**src/rtl/pc_pkg.sv**
```systemverilog
package pc_pkg;
  typedef enum logic [1:0] {DMA_IDLE, DMA_REQ, DMA_XFER} dma_state_e;
  typedef enum logic [1:0] {RUN_HALT, RUN_STEP, RUN_FREE} run_state_e;

  localparam int unsigned CMD_LOAD  = 0;
  localparam int unsigned CMD_READ  = 1;
  localparam int unsigned CMD_WRITE = 2;
  localparam int unsigned CMD_GO    = 3;
  localparam int unsigned CMD_RST   = 4;
  localparam int unsigned CMD_NUM   = 5;
endpackage

```
**src/rtl/pc_btn_sync.sv**
```systemverilog
module pc_btn_sync #(
  parameter int unsigned STAGES = 2
) (
  input  logic clk_i,
  input  logic rst_ni,
  input  logic btn_i,
  output logic pulse_o
);
  logic [STAGES-1:0] sync_q;
  logic              prev_q;

  always_ff @(posedge clk_i or negedge rst_ni) begin
    if (!rst_ni) begin
      sync_q <= '0;
      prev_q <= 1'b0;
    end else begin
      sync_q <= {sync_q[STAGES-2:0], btn_i};
      prev_q <= sync_q[STAGES-1];
    end
  end

  assign pulse_o = sync_q[STAGES-1] & ~prev_q;


  pulse_once_chk: assert property (@(posedge clk_i) disable iff (!rst_ni)
    pulse_o |=> !pulse_o);
endmodule

```
**src/rtl/pc_dma.sv**
```systemverilog
module pc_dma import pc_pkg::*; #(
  parameter int unsigned ADDR_W = 16
) (
  input  logic              clk_i,
  input  logic              rst_ni,
  input  logic              cmd_load_i,
  input  logic              cmd_read_i,
  input  logic              cmd_write_i,
  input  logic              cmd_rst_i,
  input  logic              sw_inc_i,
  input  logic [ADDR_W-1:0] sw_data_i,
  input  logic              bus_grant_i,
  output logic              bus_req_o,
  output logic [ADDR_W-1:0] dma_addr_o,
  output logic              dma_addr_oe_o,
  output logic [ADDR_W/2-1:0] dma_data_o,
  output logic              dma_rd_o,
  output logic              dma_wr_o
);
  localparam int unsigned DATA_W = ADDR_W / 2;

  dma_state_e        state_q, state_d;
  logic [ADDR_W-1:0] ptr_q;
  logic              wr_q;
  logic              xfer;
  logic              start;

  assign start = (state_q == DMA_IDLE) && (cmd_read_i || cmd_write_i);
  assign xfer  = (state_q == DMA_XFER);

  always_comb begin
    state_d = state_q;
    unique case (state_q)
      DMA_IDLE: if (cmd_read_i || cmd_write_i) state_d = DMA_REQ;
      DMA_REQ:  if (bus_grant_i) state_d = DMA_XFER;
      DMA_XFER: state_d = DMA_IDLE;
      default:  state_d = DMA_IDLE;
    endcase
    if (cmd_rst_i) state_d = DMA_IDLE;
  end

  always_ff @(posedge clk_i or negedge rst_ni) begin
    if (!rst_ni) begin
      state_q <= DMA_IDLE;
      ptr_q   <= '0;
      wr_q    <= 1'b0;
    end else begin
      state_q <= state_d;
      if (cmd_rst_i)
        ptr_q <= '0;
      else if ((state_q == DMA_IDLE) && cmd_load_i)
        ptr_q <= sw_data_i;
      else if (xfer && sw_inc_i)
        ptr_q <= ptr_q + 1'b1;
      if (start) wr_q <= cmd_write_i;
    end
  end

  assign bus_req_o     = (state_q != DMA_IDLE);
  assign dma_addr_oe_o = xfer;
  assign dma_addr_o    = xfer ? ptr_q : '0;
  assign dma_rd_o      = xfer & ~wr_q;
  assign dma_wr_o      = xfer & wr_q;
  assign dma_data_o    = (xfer && wr_q) ? sw_data_i[DATA_W-1:0] : '0;


  xfer_grant_chk: assert property (@(posedge clk_i) disable iff (!rst_ni)
    dma_addr_oe_o |-> bus_grant_i);

  req_drop_chk: assert property (@(posedge clk_i) disable iff (!rst_ni)
    (dma_addr_oe_o && !cmd_rst_i) |=> !bus_req_o);

  ptr_step_chk: assert property (@(posedge clk_i) disable iff (!rst_ni)
    (xfer && sw_inc_i && !cmd_rst_i) |=> (ptr_q == $past(ptr_q) + 1'b1));

  ptr_hold_chk: assert property (@(posedge clk_i) disable iff (!rst_ni)
    (xfer && !sw_inc_i && !cmd_rst_i) |=> $stable(ptr_q));
endmodule

```
**src/rtl/pc_run_ctl.sv**
```systemverilog
module pc_run_ctl import pc_pkg::*; #(
  parameter int unsigned ADDR_W = 16
) (
  input  logic              clk_i,
  input  logic              rst_ni,
  input  logic              cmd_go_i,
  input  logic              sw_single_i,
  input  logic              sw_bkpt_i,
  input  logic [ADDR_W-1:0] sw_data_i,
  input  logic              bus_valid_i,
  input  logic [ADDR_W-1:0] bus_addr_i,
  output logic              cpu_halt_o,
  output logic              stepping_o,
  output logic              bkpt_stop_o
);
  run_state_e state_q, state_d;
  logic       bkpt_q, bkpt_d;
  logic       bkpt_hit;

  assign bkpt_hit = sw_bkpt_i && bus_valid_i && (bus_addr_i == sw_data_i);

  always_comb begin
    state_d = state_q;
    bkpt_d  = bkpt_q;
    unique case (state_q)
      RUN_HALT: if (cmd_go_i) begin
        state_d = sw_single_i ? RUN_STEP : RUN_FREE;
        bkpt_d  = 1'b0;
      end
      RUN_STEP: if (bus_valid_i) begin
        state_d = RUN_HALT;
        bkpt_d  = bkpt_hit;
      end
      RUN_FREE: if (bkpt_hit) begin
        state_d = RUN_HALT;
        bkpt_d  = 1'b1;
      end
      default: state_d = RUN_HALT;
    endcase
  end

  always_ff @(posedge clk_i or negedge rst_ni) begin
    if (!rst_ni) begin
      state_q <= RUN_HALT;
      bkpt_q  <= 1'b0;
    end else begin
      state_q <= state_d;
      bkpt_q  <= bkpt_d;
    end
  end

  assign cpu_halt_o  = (state_q == RUN_HALT);
  assign stepping_o  = (state_q == RUN_STEP);
  assign bkpt_stop_o = bkpt_q;


  step_once_chk: assert property (@(posedge clk_i) disable iff (!rst_ni)
    (stepping_o && bus_valid_i) |=> cpu_halt_o);

  free_run_chk: assert property (@(posedge clk_i) disable iff (!rst_ni)
    ((state_q == RUN_FREE) && !bkpt_hit) |=> !cpu_halt_o);

  bkpt_halt_chk: assert property (@(posedge clk_i) disable iff (!rst_ni)
    ((state_q == RUN_FREE) && bkpt_hit) |=> (cpu_halt_o && bkpt_stop_o));
endmodule

```
**src/rtl/pc_bus_slave.sv**
```systemverilog
module pc_bus_slave #(
  parameter int unsigned       ADDR_W     = 16,
  parameter logic [ADDR_W-1:0] IO_ADDR    = 16'hF000,
  parameter logic [ADDR_W-1:0] VEC_ADDR   = 16'hFFFE,
  parameter int unsigned       RST_CYCLES = 4
) (
  input  logic                clk_i,
  input  logic                rst_ni,
  input  logic                cmd_rst_i,
  input  logic                sw_dev_i,
  input  logic [ADDR_W-1:0]   sw_data_i,
  input  logic                bus_valid_i,
  input  logic                bus_we_i,
  input  logic [ADDR_W-1:0]   bus_addr_i,
  input  logic [ADDR_W/2-1:0] bus_data_i,
  output logic [ADDR_W/2-1:0] cpu_data_o,
  output logic                cpu_data_oe_o,
  output logic [ADDR_W-1:0]   led_user_o,
  output logic                cpu_reset_o,
  output logic                vec_armed_o
);
  localparam int unsigned DATA_W = ADDR_W / 2;
  localparam int unsigned CNT_W  = $clog2(RST_CYCLES + 1);

  logic             io_hit, vec_hit, rd_cyc, wr_cyc, vec_rd, io_rd, lo_sel;
  logic [CNT_W-1:0] rst_cnt_q;
  logic             armed_q;
  logic [ADDR_W-1:0] led_q;

  // pair of byte addresses: bit 0 picks low (1) or high (0) byte
  assign io_hit  = bus_addr_i[ADDR_W-1:1] == IO_ADDR[ADDR_W-1:1];
  assign vec_hit = bus_addr_i[ADDR_W-1:1] == VEC_ADDR[ADDR_W-1:1];
  assign lo_sel  = bus_addr_i[0];
  assign rd_cyc  = bus_valid_i & ~bus_we_i;
  assign wr_cyc  = bus_valid_i & bus_we_i;
  assign vec_rd  = rd_cyc & vec_hit & armed_q;
  assign io_rd   = rd_cyc & io_hit & sw_dev_i;

  assign cpu_data_oe_o = vec_rd | io_rd;
  assign cpu_data_o    = !cpu_data_oe_o ? '0 :
                         lo_sel ? sw_data_i[DATA_W-1:0] : sw_data_i[ADDR_W-1:DATA_W];

  always_ff @(posedge clk_i or negedge rst_ni) begin
    if (!rst_ni) begin
      rst_cnt_q <= '0;
      armed_q   <= 1'b1;
      led_q     <= '0;
    end else begin
      if (cmd_rst_i)
        rst_cnt_q <= CNT_W'(RST_CYCLES);
      else if (rst_cnt_q != '0)
        rst_cnt_q <= rst_cnt_q - 1'b1;

      if (cmd_rst_i || (rst_cnt_q != '0))
        armed_q <= 1'b1;
      else if (vec_rd && lo_sel)
        armed_q <= 1'b0;

      if (wr_cyc && io_hit && sw_dev_i) begin
        if (lo_sel) led_q[DATA_W-1:0]      <= bus_data_i;
        else        led_q[ADDR_W-1:DATA_W] <= bus_data_i;
      end
    end
  end

  assign cpu_reset_o = (rst_cnt_q != '0);
  assign vec_armed_o = armed_q;
  assign led_user_o  = led_q;


  io_gate_chk: assert property (@(posedge clk_i) disable iff (!rst_ni)
    (cpu_data_oe_o && !vec_hit) |-> sw_dev_i);

  led_guard_chk: assert property (@(posedge clk_i) disable iff (!rst_ni)
    !sw_dev_i |=> $stable(led_user_o));

  rst_start_chk: assert property (@(posedge clk_i) disable iff (!rst_ni)
    cmd_rst_i |=> cpu_reset_o);

  vec_disarm_chk: assert property (@(posedge clk_i) disable iff (!rst_ni)
    (vec_rd && lo_sel && !cmd_rst_i && !cpu_reset_o) |=> !vec_armed_o);
endmodule

```
**src/rtl/panel_console.sv**
```systemverilog
module panel_console import pc_pkg::*; #(
  parameter int unsigned       ADDR_W      = 16,
  parameter int unsigned       SYNC_STAGES = 2,
  parameter logic [ADDR_W-1:0] IO_ADDR     = 16'hF000,
  parameter logic [ADDR_W-1:0] VEC_ADDR    = 16'hFFFE,
  parameter int unsigned       RST_CYCLES  = 4
) (
  input  logic                clk_i,
  input  logic                rst_ni,
  input  logic                btn_load_i,
  input  logic                btn_read_i,
  input  logic                btn_write_i,
  input  logic                btn_go_i,
  input  logic                btn_reset_i,
  input  logic                sw_inc_i,
  input  logic                sw_dev_i,
  input  logic                sw_single_i,
  input  logic                sw_bkpt_i,
  input  logic [ADDR_W-1:0]   sw_data_i,
  input  logic                bus_valid_i,
  input  logic                bus_we_i,
  input  logic [ADDR_W-1:0]   bus_addr_i,
  input  logic [ADDR_W/2-1:0] bus_data_i,
  input  logic                bus_grant_i,
  output logic                bus_req_o,
  output logic [ADDR_W-1:0]   dma_addr_o,
  output logic                dma_addr_oe_o,
  output logic [ADDR_W/2-1:0] dma_data_o,
  output logic                dma_rd_o,
  output logic                dma_wr_o,
  output logic [ADDR_W/2-1:0] cpu_data_o,
  output logic                cpu_data_oe_o,
  output logic                cpu_halt_o,
  output logic                cpu_reset_o,
  output logic [ADDR_W-1:0]   led_addr_o,
  output logic [ADDR_W-1:0]   led_data_o,
  output logic [7:0]          led_stat_o
);
  localparam int unsigned DATA_W = ADDR_W / 2;

  logic [CMD_NUM-1:0] btn_raw, cmd;
  logic               stepping, bkpt_stop, vec_armed;
  logic [ADDR_W-1:0]  led_user;
  logic [ADDR_W-1:0]  snoop_addr_q;
  logic [DATA_W-1:0]  snoop_data_q;
  logic               snoop_we_q;

  always_comb begin
    btn_raw           = '0;
    btn_raw[CMD_LOAD]  = btn_load_i;
    btn_raw[CMD_READ]  = btn_read_i;
    btn_raw[CMD_WRITE] = btn_write_i;
    btn_raw[CMD_GO]    = btn_go_i;
    btn_raw[CMD_RST]   = btn_reset_i;
  end

  for (genvar g = 0; g < CMD_NUM; g++) begin : g_btn
    pc_btn_sync #(.STAGES(SYNC_STAGES)) u_sync (
      .clk_i  (clk_i),
      .rst_ni (rst_ni),
      .btn_i  (btn_raw[g]),
      .pulse_o(cmd[g])
    );
  end

  pc_dma #(.ADDR_W(ADDR_W)) u_dma (
    .clk_i        (clk_i),
    .rst_ni       (rst_ni),
    .cmd_load_i   (cmd[CMD_LOAD]),
    .cmd_read_i   (cmd[CMD_READ]),
    .cmd_write_i  (cmd[CMD_WRITE]),
    .cmd_rst_i    (cmd[CMD_RST]),
    .sw_inc_i     (sw_inc_i),
    .sw_data_i    (sw_data_i),
    .bus_grant_i  (bus_grant_i),
    .bus_req_o    (bus_req_o),
    .dma_addr_o   (dma_addr_o),
    .dma_addr_oe_o(dma_addr_oe_o),
    .dma_data_o   (dma_data_o),
    .dma_rd_o     (dma_rd_o),
    .dma_wr_o     (dma_wr_o)
  );

  pc_run_ctl #(.ADDR_W(ADDR_W)) u_run (
    .clk_i      (clk_i),
    .rst_ni     (rst_ni),
    .cmd_go_i   (cmd[CMD_GO]),
    .sw_single_i(sw_single_i),
    .sw_bkpt_i  (sw_bkpt_i),
    .sw_data_i  (sw_data_i),
    .bus_valid_i(bus_valid_i),
    .bus_addr_i (bus_addr_i),
    .cpu_halt_o (cpu_halt_o),
    .stepping_o (stepping),
    .bkpt_stop_o(bkpt_stop)
  );

  pc_bus_slave #(
    .ADDR_W    (ADDR_W),
    .IO_ADDR   (IO_ADDR),
    .VEC_ADDR  (VEC_ADDR),
    .RST_CYCLES(RST_CYCLES)
  ) u_slave (
    .clk_i        (clk_i),
    .rst_ni       (rst_ni),
    .cmd_rst_i    (cmd[CMD_RST]),
    .sw_dev_i     (sw_dev_i),
    .sw_data_i    (sw_data_i),
    .bus_valid_i  (bus_valid_i),
    .bus_we_i     (bus_we_i),
    .bus_addr_i   (bus_addr_i),
    .bus_data_i   (bus_data_i),
    .cpu_data_o   (cpu_data_o),
    .cpu_data_oe_o(cpu_data_oe_o),
    .led_user_o   (led_user),
    .cpu_reset_o  (cpu_reset_o),
    .vec_armed_o  (vec_armed)
  );

  // bus monitor for the display; console transfers take precedence
  always_ff @(posedge clk_i or negedge rst_ni) begin
    if (!rst_ni) begin
      snoop_addr_q <= '0;
      snoop_data_q <= '0;
      snoop_we_q   <= 1'b0;
    end else if (dma_addr_oe_o) begin
      snoop_addr_q <= dma_addr_o;
      snoop_data_q <= dma_rd_o ? bus_data_i : dma_data_o;
    end else if (bus_valid_i) begin
      snoop_addr_q <= bus_addr_i;
      snoop_data_q <= bus_data_i;
      snoop_we_q   <= bus_we_i;
    end
  end

  assign led_addr_o = snoop_addr_q;
  assign led_data_o = sw_dev_i ? led_user : {{(ADDR_W-DATA_W){1'b0}}, snoop_data_q};
  assign led_stat_o = {stepping, vec_armed, bkpt_stop, snoop_we_q,
                       dma_addr_oe_o, bus_req_o, cpu_reset_o, cpu_halt_o};


  snoop_addr_chk: assert property (@(posedge clk_i) disable iff (!rst_ni)
    dma_addr_oe_o |=> (led_addr_o == $past(dma_addr_o)));

  snoop_rd_chk: assert property (@(posedge clk_i) disable iff (!rst_ni)
    dma_rd_o |=> (snoop_data_q == $past(bus_data_i)));
endmodule

```
**config.mk**
```make
export PLATFORM = sky130hd
export DESIGN_NAME = panel_console
export DESIGN_NICKNAME = d
export VERILOG_FILES = /design/src/rtl/pc_pkg.sv /design/src/rtl/pc_btn_sync.sv /design/src/rtl/pc_dma.sv /design/src/rtl/pc_run_ctl.sv /design/src/rtl/pc_bus_slave.sv /design/src/rtl/panel_console.sv
export SDC_FILE = /design/constraint.sdc
export NUM_CORES = 1
export LEC_CHECK = 0
export BUFFER_PORTS_ARGS = -buffer_cell sky130_fd_sc_hd__buf_2
export CAP_MARGIN = 5
export CORE_ASPECT_RATIO = 1.25
export CORE_MARGIN = 2
export CORE_UTILIZATION = 40
export DETAILED_ROUTE_END_ITERATION = 10
export PLACE_DENSITY = 0.75
export SYNTH_ARGS = -nofsm -noshare
export SYNTH_HDL_FRONTEND = slang
export SYNTH_HIERARCHICAL = 1
export SYNTH_SLANG_ARGS = --single-unit
```
**constraint.sdc**
```tcl
create_clock -name clk_i -period 4.93 [get_ports clk_i]
set_input_delay 0.2465 -clock clk_i [delete_from_list [all_inputs] [get_ports clk_i]]
set_output_delay 0.2465 -clock clk_i [all_outputs]
set_load 0.02 [all_outputs]
```
==> flow_summary.ini, run 1 <==
[finish]
n_antenna_cell = 0
nFillCells = 1115
layout.cell_area.non_filler_sq_um = 5790
net_total_in_the_final_layout = 644
syn_to_final_growth_pct = 20.5
post_route_cells_drive_above_1_share = 0.312

[critical_path]
critical_path_arrival_ns = 2.57
worst-endpoint-required_ns = 4.68
critPathCaptureType = primary output
worstPathMaxFanout = 71
reg2reg_slack_ns = 2.37
crit_type = reg2out
reg2reg_depth = 5
critPathLaunchType = flop
reg2reg_from = u_dma/state_q[1]
r2r-end = snoop_data_q[6]

[synth]
syn_nets = 530
yosysWarnings = 6
yosys-top-cells-count = 81 x sky130_fd_sc_hd__dfrtp_1, 48 x sky130_fd_sc_hd__mux2i_1, 33 x sky130_fd_sc_hd__nor2_1
yosys.area.top_type_share = 0.422
synth_seq_cells = 82
synthCells = 470
synth_top_cells_by_area = sky130_fd_sc_hd__dfrtp_1 42%, sky130_fd_sc_hd__mux2i_1 10%, sky130_fd_sc_hd__mux2_2 3.8%
asyncSetResetFlopFracSynth = 1.00
synth_edf_count = 0
synth-seq-area-share = 0.428
synth.distinct_cells = 58
synthFlopType = sky130_fd_sc_hd__dfrtp_1
synthMostInstantiatedCell = sky130_fd_sc_hd__dfrtp_1
netlist.top_cell.by_area = sky130_fd_sc_hd__dfrtp_1
avgSynthCellArea_sq_um = 10.2
synth_area_sq_um = 4800

[place]
placement.io_buffers = 132
dpl.hpwl_um = 10200
detailedPlace.worstSlack_ns = 2.42
gp_congestion = 0.902
dpl-instance-area_sq_um = 5480

[cts]
cts.hold.buffers_added = 0
post_cts.resized_instances = 0
worst_setup_hold_path_clk_slew_ns = 0.06
max-clock-path-buffers = 2
cts_inserted_buffers = 9
post_cts_buffers = 0
cts_tree = yes
clock_tree.htree_level_count = 3
clk_latency_ns = 0.34
root_driver = sky130_fd_sc_hd__clkbuf_16
clock_sinks = 82

[floorplan]
start_util = 0.411
core_area_sq_um = 11700
io_pins = 133
die-area_sq_um = 12900
rows = 44
die_span_in_y_um = 127
die_w_um = 102

[timing]
tightest_slew_ns = 1.12
slew_violations = 0
whs_ns = 0.0109
finalHoldViolations = 0
maxClockFrequency_mhz = 355
timing.final.setup_violations = 0
fin_crit_sh = 0.572
maximum_clock_skew_at_final_layout_ns = 0.00449
slew-limit-headroom = 0.256
totalNegativeSetupSlack_ns = 0
rsz0062_at_grt = false
finalWorstSetupSlack_ns = 2.11
layout_min_cycle_time_ns = 2.82

[grt]
grt_overflow = 0
grt_use_total = 0.217
grt_start_max_net_pins = 83
grt_antenna_before_repair = 0
wire_length_of_the_first_global_routing_pass_um = 21600
grt_pass1_vias = 3996

[power]
power.leakage_nw = 2.79
switch_pwr_w = 0.000738
seq_power_share = 0.404
share_clk_of_total_power = 0.320
cellInternalPower_w = 0.00140
power-per-cell-area_nw_per_um2 = 370
maximum_vdd_ir_drop_mv = 0.158
power.combinational.fraction = 0.277
sw_frac_of_total = 0.345

[detailed_routing]
postRouteWirelength_um = 13800
vias = 4105
route.detailed.wl_per_inst_um = 18.4
initialDrtViolationCount = 272
average_vias_per_placed_instance = 5.47
drc = 0
drt.antenna.violating_nets = 0
drt_first_pass_iters = 5

[min_path]
hold_path_class = in2reg
timing.hold.worst.start = btn_read_i
hold_depth = 1
holdPathEnd = g_btn[1].u_sync/sync_q[0]

[outcome]
outcome = completed

[run]
drv_cap = 0
[state kept, by name (all words and copies together) (netlist names)]
register	cells
u_slave/rst_cnt_q	3
u_run/state_q	2
u_slave/led_user_o	16
g_btn.u_sync/prev_q	5
led_addr_o	16
u_slave/vec_armed_o	1
u_dma/wr_q	1
u_dma/state_q	2
g_btn.u_sync/sync_q	10
u_dma/ptr_q	16
u_run/bkpt_stop_o	1
snoop_data_q	8
snoop_we_q	1
[cell usage in the layout, fill, tap and decap left out, drive strengths merged, types with 12 or more instances in the layout]
cell   instances
a21oi         12
inv           13
nor2          33
buf          134
xnor2         17
nand2         32
nor3          12
o21ai         22
and3          12
nor2b         13
dfrtp         81
mux2          25
and2          26
mux2i         48
[power groups by stage]
stage | Clock [W] | Sequential, W | Combinational, W
after floorplan | 0 | 0.000863 | 0.000417
after global placement | 0 | 0.000867 | 0.000566
after detailed placement | 0 | 0.000874 | 0.000593
after CTS | 0.000697 | 0.000862 | 0.000595
after global routing | 0.000722 | 0.000876 | 0.000656
final | 0.000684 | 0.000865 | 0.000593
[how the worst max path moves through the flow]
stage	start	cells after the start	end	slack, ns
after floorplan	u_dma/state_q[1]	7	snoop_data_q[5]	2.69
final	u_dma/state_q[1]	4	dma_rd_o	2.11
after detailed placement	u_dma/state_q[1]	5	snoop_data_q[6]	2.42
after global placement	u_dma/state_q[1]	5	snoop_data_q[5]	2.49
after global routing	u_dma/state_q[1]	4	dma_rd_o	1.95
after CTS	u_dma/state_q[1]	4	dma_rd_o	2.10
[routing by layer]
metal  share of wire  track usage
met5               0            0
met4           0.023       0.0714
met3           0.068       0.0342
met2            0.50        0.359
met1            0.40        0.290
[through the flow]
step                instances  utilization  total power [W]
floorplan                 470            -          0.00128
CTS                       750        0.496          0.00215
detailed placement        734        0.470          0.00147
finish                    750        0.496          0.00214
global placement          734        0.470          0.00143
global route              750        0.496          0.00225
[critical path: stages (launching register included)]
cell and delay [ns]:
sky130_fd_sc_hd__dfrtp_1 0.47, sky130_fd_sc_hd__nor2b_4 0.18, sky130_fd_sc_hd__buf_4 0.50, sky130_fd_sc_hd__nor2b_1 0.75
sky130_fd_sc_hd__buf_2 0.31
[layout make-up]
cell class,count,area (sq um),share of cell area
inverters,13,48.8,0.00843
flip-flops and latches,82,2050,0.355
repair buffers,134,678,0.117
well taps,161,201,0.0348
clock buffers,11,243,0.0419
clock inverters,5,63.8,0.0110
multi-input cells,344,2500,0.432
[cell families after synthesis]
| group | Yosys count | share of synthesized area |
|---|---|---|
| buffers and inverters | 44 | 0.0547 |
| XOR/XNOR | 17 | 0.0310 |
| adder cells (fa/ha/maj) | 6 | 0.0156 |
| AND/OR/NAND/NOR | 176 | 0.211 |
| flip-flops | 82 | 0.428 |
| AO/OA/AOI/OAI | 72 | 0.101 |
| multiplexers | 73 | 0.159 |
(Power assumes the default switching activity.)
==> inputs of run 2 (changes only) <==
--- a/config.mk
+++ b/config.mk
@@ -11,7 +11,7 @@
 export CORE_MARGIN = 2
 export CORE_UTILIZATION = 40
 export DETAILED_ROUTE_END_ITERATION = 10
-export PLACE_DENSITY = 0.75
+export PLACE_DENSITY = 0.77
 export SYNTH_ARGS = -nofsm -noshare
 export SYNTH_HDL_FRONTEND = slang
 export SYNTH_HIERARCHICAL = 1
==> constraint.sdc (replaced) <==
create_clock -name clk_i -period 2.5 [get_ports clk_i]
set_input_delay 0.125 -clock clk_i [delete_from_list [all_inputs] [get_ports clk_i]]
set_output_delay 0.125 -clock clk_i [all_outputs]
set_load 0.02 [all_outputs]
==> flow_summary.ini, run 2 (synthesis gave the netlist of run 1 again) <==
[outcome]
failed_checks = hold timing
outcome = complete, but fails checks

[cts]
clk_latency_ns = 0.33
root_driver = sky130_fd_sc_hd__clkbuf_16
post_cts_buffers = 0
max-clock-path-buffers = 2
clock_sinks = 82
clock_tree.htree_level_count = 3
worst_setup_hold_path_clk_slew_ns = 0.06
cts_inserted_buffers = 9
cts_tree = yes
post_cts.resized_instances = 0

[detailed_routing]
route.detailed.wl_per_inst_um = 19.2
vias = 4193
drt_first_pass_iters = 5
postRouteWirelength_um = 14600
initialDrtViolationCount = 277
drt.antenna.violating_nets = 0
average_vias_per_placed_instance = 5.52
drc = 0

[critical_path]
slowest_stage = sky130_fd_sc_hd__a32oi_1
r2r-end = u_dma/ptr_q[12]
cell_family_with_most_cp_delay = compound AO/OA/AOI/OAI gates
path_buf_inv = 1
critPathLaunchType = flop
crit_type = reg2out
max_stage_delay_ns = 0.76
worstPathMaxFanout = 9
worst-endpoint-required_ns = 2.38
reg2reg_from = u_dma/ptr_q[0]
reg2reg_slack_ns = 0.59
reg2reg_depth = 5
startpoint = u_slave/vec_armed_o
critical_path_arrival_ns = 2.04
critPathCaptureType = primary output
critical_path.cell_chain = and3_1 > a32oi_1 > nor2_1 > buf_2

[timing]
maximum_clock_skew_at_final_layout_ns = 0.00726
maxClockFrequency_mhz = 463
rsz0062_at_grt = false
slew_violations = 0
timing.final.setup_violations = 0
fin_crit_sh = 0.865
totalNegativeSetupSlack_ns = 0
finalHoldViolations = 25
tightest_slew_ns = 1.06
slew-limit-headroom = 0.293
layout_min_cycle_time_ns = 2.16
whs_ns = -0.0309

[finish]
n_antenna_cell = 0
final_cell_mix = 131 x sky130_fd_sc_hd__buf_2, 81 x sky130_fd_sc_hd__dfrtp_1, 48 x sky130_fd_sc_hd__mux2i_1
final_cell_count_no_fill = 759
net_total_in_the_final_layout = 653
final_common_cell = sky130_fd_sc_hd__buf_2
layout.cell_area.non_filler_sq_um = 5890
post_route_cells_drive_above_1_share = 0.314
nFillCells = 1099
syn_to_final_growth_pct = 22.7

[floorplan]
core_area_sq_um = 11700
die-area_sq_um = 12900
die_span_in_y_um = 127
io_pins = 133
die_w_um = 102
rows = 44
start_util = 0.411

[grt]
grt_antenna_before_repair = 0
wire_length_of_the_first_global_routing_pass_um = 22900
grt_use_total = 0.229
grt_overflow = 0
grt_pass1_vias = 4271
grt_start_max_net_pins = 83

[power]
power-per-cell-area_nw_per_um2 = 734
maximum_vdd_ir_drop_mv = 0.390
power.leakage_nw = 2.84
final_total_pwr_w = 0.00433

[place]
gp_congestion = 0.920
placement.io_buffers = 132
dpl-instance-area_sq_um = 5520
dpl.hpwl_um = 10800
placed_cells_incl_taps = 738

[run]
drv_cap = 0

[min_path]
hold_path_class = in2async
==> run 2: per-stage QoR <==
| stage | util | setup WS, ns |
|---|---|---|
| after CTS | 0.505 | 0.381 |
| after global placement | 0.473 | 0.549 |
| after floorplan | - | 0.260 |
| final | 0.505 | 0.338 |
| after detailed placement | 0.473 | 0.502 |
| after global routing | 0.505 | 0.273 |
==> run 2: power by group <==
group	switching [W]	total (W)	internal, W
Sequential	0.000197	0.00170	0.00151
Clock	0.000533	0.00143	0.000899
Combinational	0.000723	0.00119	0.000468
==> run 2: worst max path at each step <==
stage                                         to  cells after the start
final                              cpu_data_o[7]                      4
after floorplan                  snoop_data_q[5]                      7
after detailed placement  u_slave/led_user_o[14]                      5
after global routing               cpu_data_o[4]                      4
after CTS                          cpu_data_o[7]                      4
after global placement    u_slave/led_user_o[11]                      5
==> run 2: layer usage <==
metal  vias up  part of all wire  GRT usage
met4         0             0.027     0.0824
met3        27             0.068     0.0512
met5         -                 0          0
li1       1930                 -          -
met1      2079              0.40      0.289
met2       157              0.51      0.384
==> run 2: what timing repair did <==
action | CTS | global route
hold buffers | 5 | 0
endpoints found under the hold margin | 5 | 0
endpoints found under the setup margin | 0 | 0
==> run 2: cell type report <==
class	instances	area, sq um	area share
Clock buffer	11	243	0.0412
Clock inverter	5	77.6	0.0132
Inverter	13	48.8	0.00828
Multi-Input combinational cell	344	2500	0.424
Sequential cell	82	2050	0.348
Tap cell	161	201	0.0342
Timing Repair Buffer	143	771	0.131
==> inputs of run 3 (changes only) <==
--- a/config.mk
+++ b/config.mk
@@ -10,6 +10,7 @@
 export CORE_ASPECT_RATIO = 1.25
 export CORE_MARGIN = 2
 export CORE_UTILIZATION = 40
+export CTS_BUF_LIST = sky130_fd_sc_hd__clkbuf_4
 export DETAILED_ROUTE_END_ITERATION = 10
 export PLACE_DENSITY = 0.77
 export SYNTH_ARGS = -nofsm -noshare
==> flow_summary.ini, run 3 (synthesis gave the netlist of run 1 again) <==
[place]
dpl.hpwl_um = 10800
detailedPlace.worstSlack_ns = 0.502
gp_congestion = 0.920
placement.io_buffers = 132

[detailed_routing]
drc = 0
drt.antenna.violating_nets = 0
initialDrtViolationCount = 283
postRouteWirelength_um = 14500
average_vias_per_placed_instance = 5.48
vias = 4223
drt_first_pass_iters = 5
route.detailed.wl_per_inst_um = 18.9

[critical_path]
critical_path.cell_chain = dlygate4sd3_1 > buf_2 > nand4b_1 > nor3_1 > a32oi_1 > nor2_1 > buf_2
critPathCaptureType = primary output
critPathLaunchType = primary input
worst_path_most_repeated_cell = sky130_fd_sc_hd__buf_2
worst-endpoint-required_ns = 2.38
worstPathMaxFanout = 9
critical_path_arrival_ns = 2.17
slowest_stage = sky130_fd_sc_hd__a32oi_1
crit_type = in2out
max_stage_delay_ns = 0.80

[finish]
multi_input_logic_area_sq_um = 2500
nFillCells = 1109
area.sequential_sq_um = 2050
net_total_in_the_final_layout = 664
post_route_cells_drive_above_1_share = 0.309
final_common_cell = sky130_fd_sc_hd__buf_2
n_antenna_cell = 0
final_cell_mix = 131 x sky130_fd_sc_hd__buf_2, 81 x sky130_fd_sc_hd__dfrtp_1, 48 x sky130_fd_sc_hd__mux2i_1
syn_to_final_growth_pct = 21.6

[timing]
maximum_clock_skew_at_final_layout_ns = 0.0149
finalWorstSetupSlack_ns = 0.204
timing.final.setup_violations = 0
rsz0062_at_grt = false
slew-limit-headroom = 0.277
layout_min_cycle_time_ns = 2.30
totalNegativeSetupSlack_ns = 0
maxClockFrequency_mhz = 435
slew_violations = 0
finalHoldViolations = 0
whs_ns = 0.0205
fin_crit_sh = 0.919
tightest_slew_ns = 1.09

[cts]
cts.hold.buffers_added = 16
clk_latency_ns = 0.43
post_cts_buffers = 0
clock_sinks = 82
cts_inserted_buffers = 9
post_cts.resized_instances = 0
max-clock-path-buffers = 2
clock_tree.htree_level_count = 3
cts_tree = yes
worst_setup_hold_path_clk_slew_ns = 0.14
root_driver = sky130_fd_sc_hd__clkbuf_4

[power]
power-per-cell-area_nw_per_um2 = 647
maximum_vdd_ir_drop_mv = 0.298
power.leakage_nw = 2.81

[grt]
grt_use_total = 0.228
grt_overflow = 0
grt_start_max_net_pins = 83
grt_antenna_before_repair = 0
grt_pass1_vias = 4241
wire_length_of_the_first_global_routing_pass_um = 22800

[floorplan]
start_util = 0.411
die_w_um = 102
die_span_in_y_um = 127
rows = 44
core_area_sq_um = 11700
io_pins = 133
die-area_sq_um = 12900

[run]
drv_cap = 0

[min_path]
hold_path_class = in2reg

[outcome]
outcome = completed
==> run 3: metal layers <==
layer,GRT usage,wire (um)
met1,0.294,5760
met2,0.378,7170
met3,0.0545,1100
met4,0.0722,500
met5,0,0
==> run 3: metrics by stage <==
step	util	area, sq um	power [W]	cells
finish	0.500	5840	0.00378	770
global route	0.500	5840	0.00401	770
CTS	0.500	5840	0.00379	770
detailed placement	0.473	5520	0.00289	738
global placement	0.473	5520	0.00284	738
floorplan	-	4800	0.00253	470
==> run 3: critical path, delay by kind of cell <==
kind | cells | cell delay (ns)
AO/OA/AOI/OAI | 1 | 0.80
buffers and inverters | 3 | 0.89
AND/OR/NAND/NOR | 3 | 0.35
==> run 3: final timing paths <==
kind	start	endpoint	slack [ns]	depth (start not counted)
max	bus_we_i	cpu_data_o[4]	0.20	7
min	sw_data_i[1]	u_dma/ptr_q[1]	0.02	3
max reg2reg	u_dma/ptr_q[2]	u_dma/ptr_q[15]	0.59	4
min reg2reg	g_btn[0].u_sync/sync_q[0]	g_btn[0].u_sync/sync_q[1]	0.36	0
max in group asynchronous	rst_ni	u_slave/rst_cnt_q[1]	1.38	2
min in group asynchronous	rst_ni	u_dma/ptr_q[10]	0.38	2
==> run 3: report_power, final <==
part | internal [W] | total, W | switching (W)
logic | 0.000479 | 0.00120 | 0.000720
registers | 0.00150 | 0.00170 | 0.000195
clock network | 0.000411 | 0.000881 | 0.000471
==> run 3: final cells by class <==
cell class                 instances  share of cell area
multi-input combinational        344               0.428
sequential                        82               0.352
timing repair buffer             154               0.151
tap                              161              0.0345
clock inverter                     6              0.0139
clock buffer                      10              0.0129
inverter                          13             0.00836
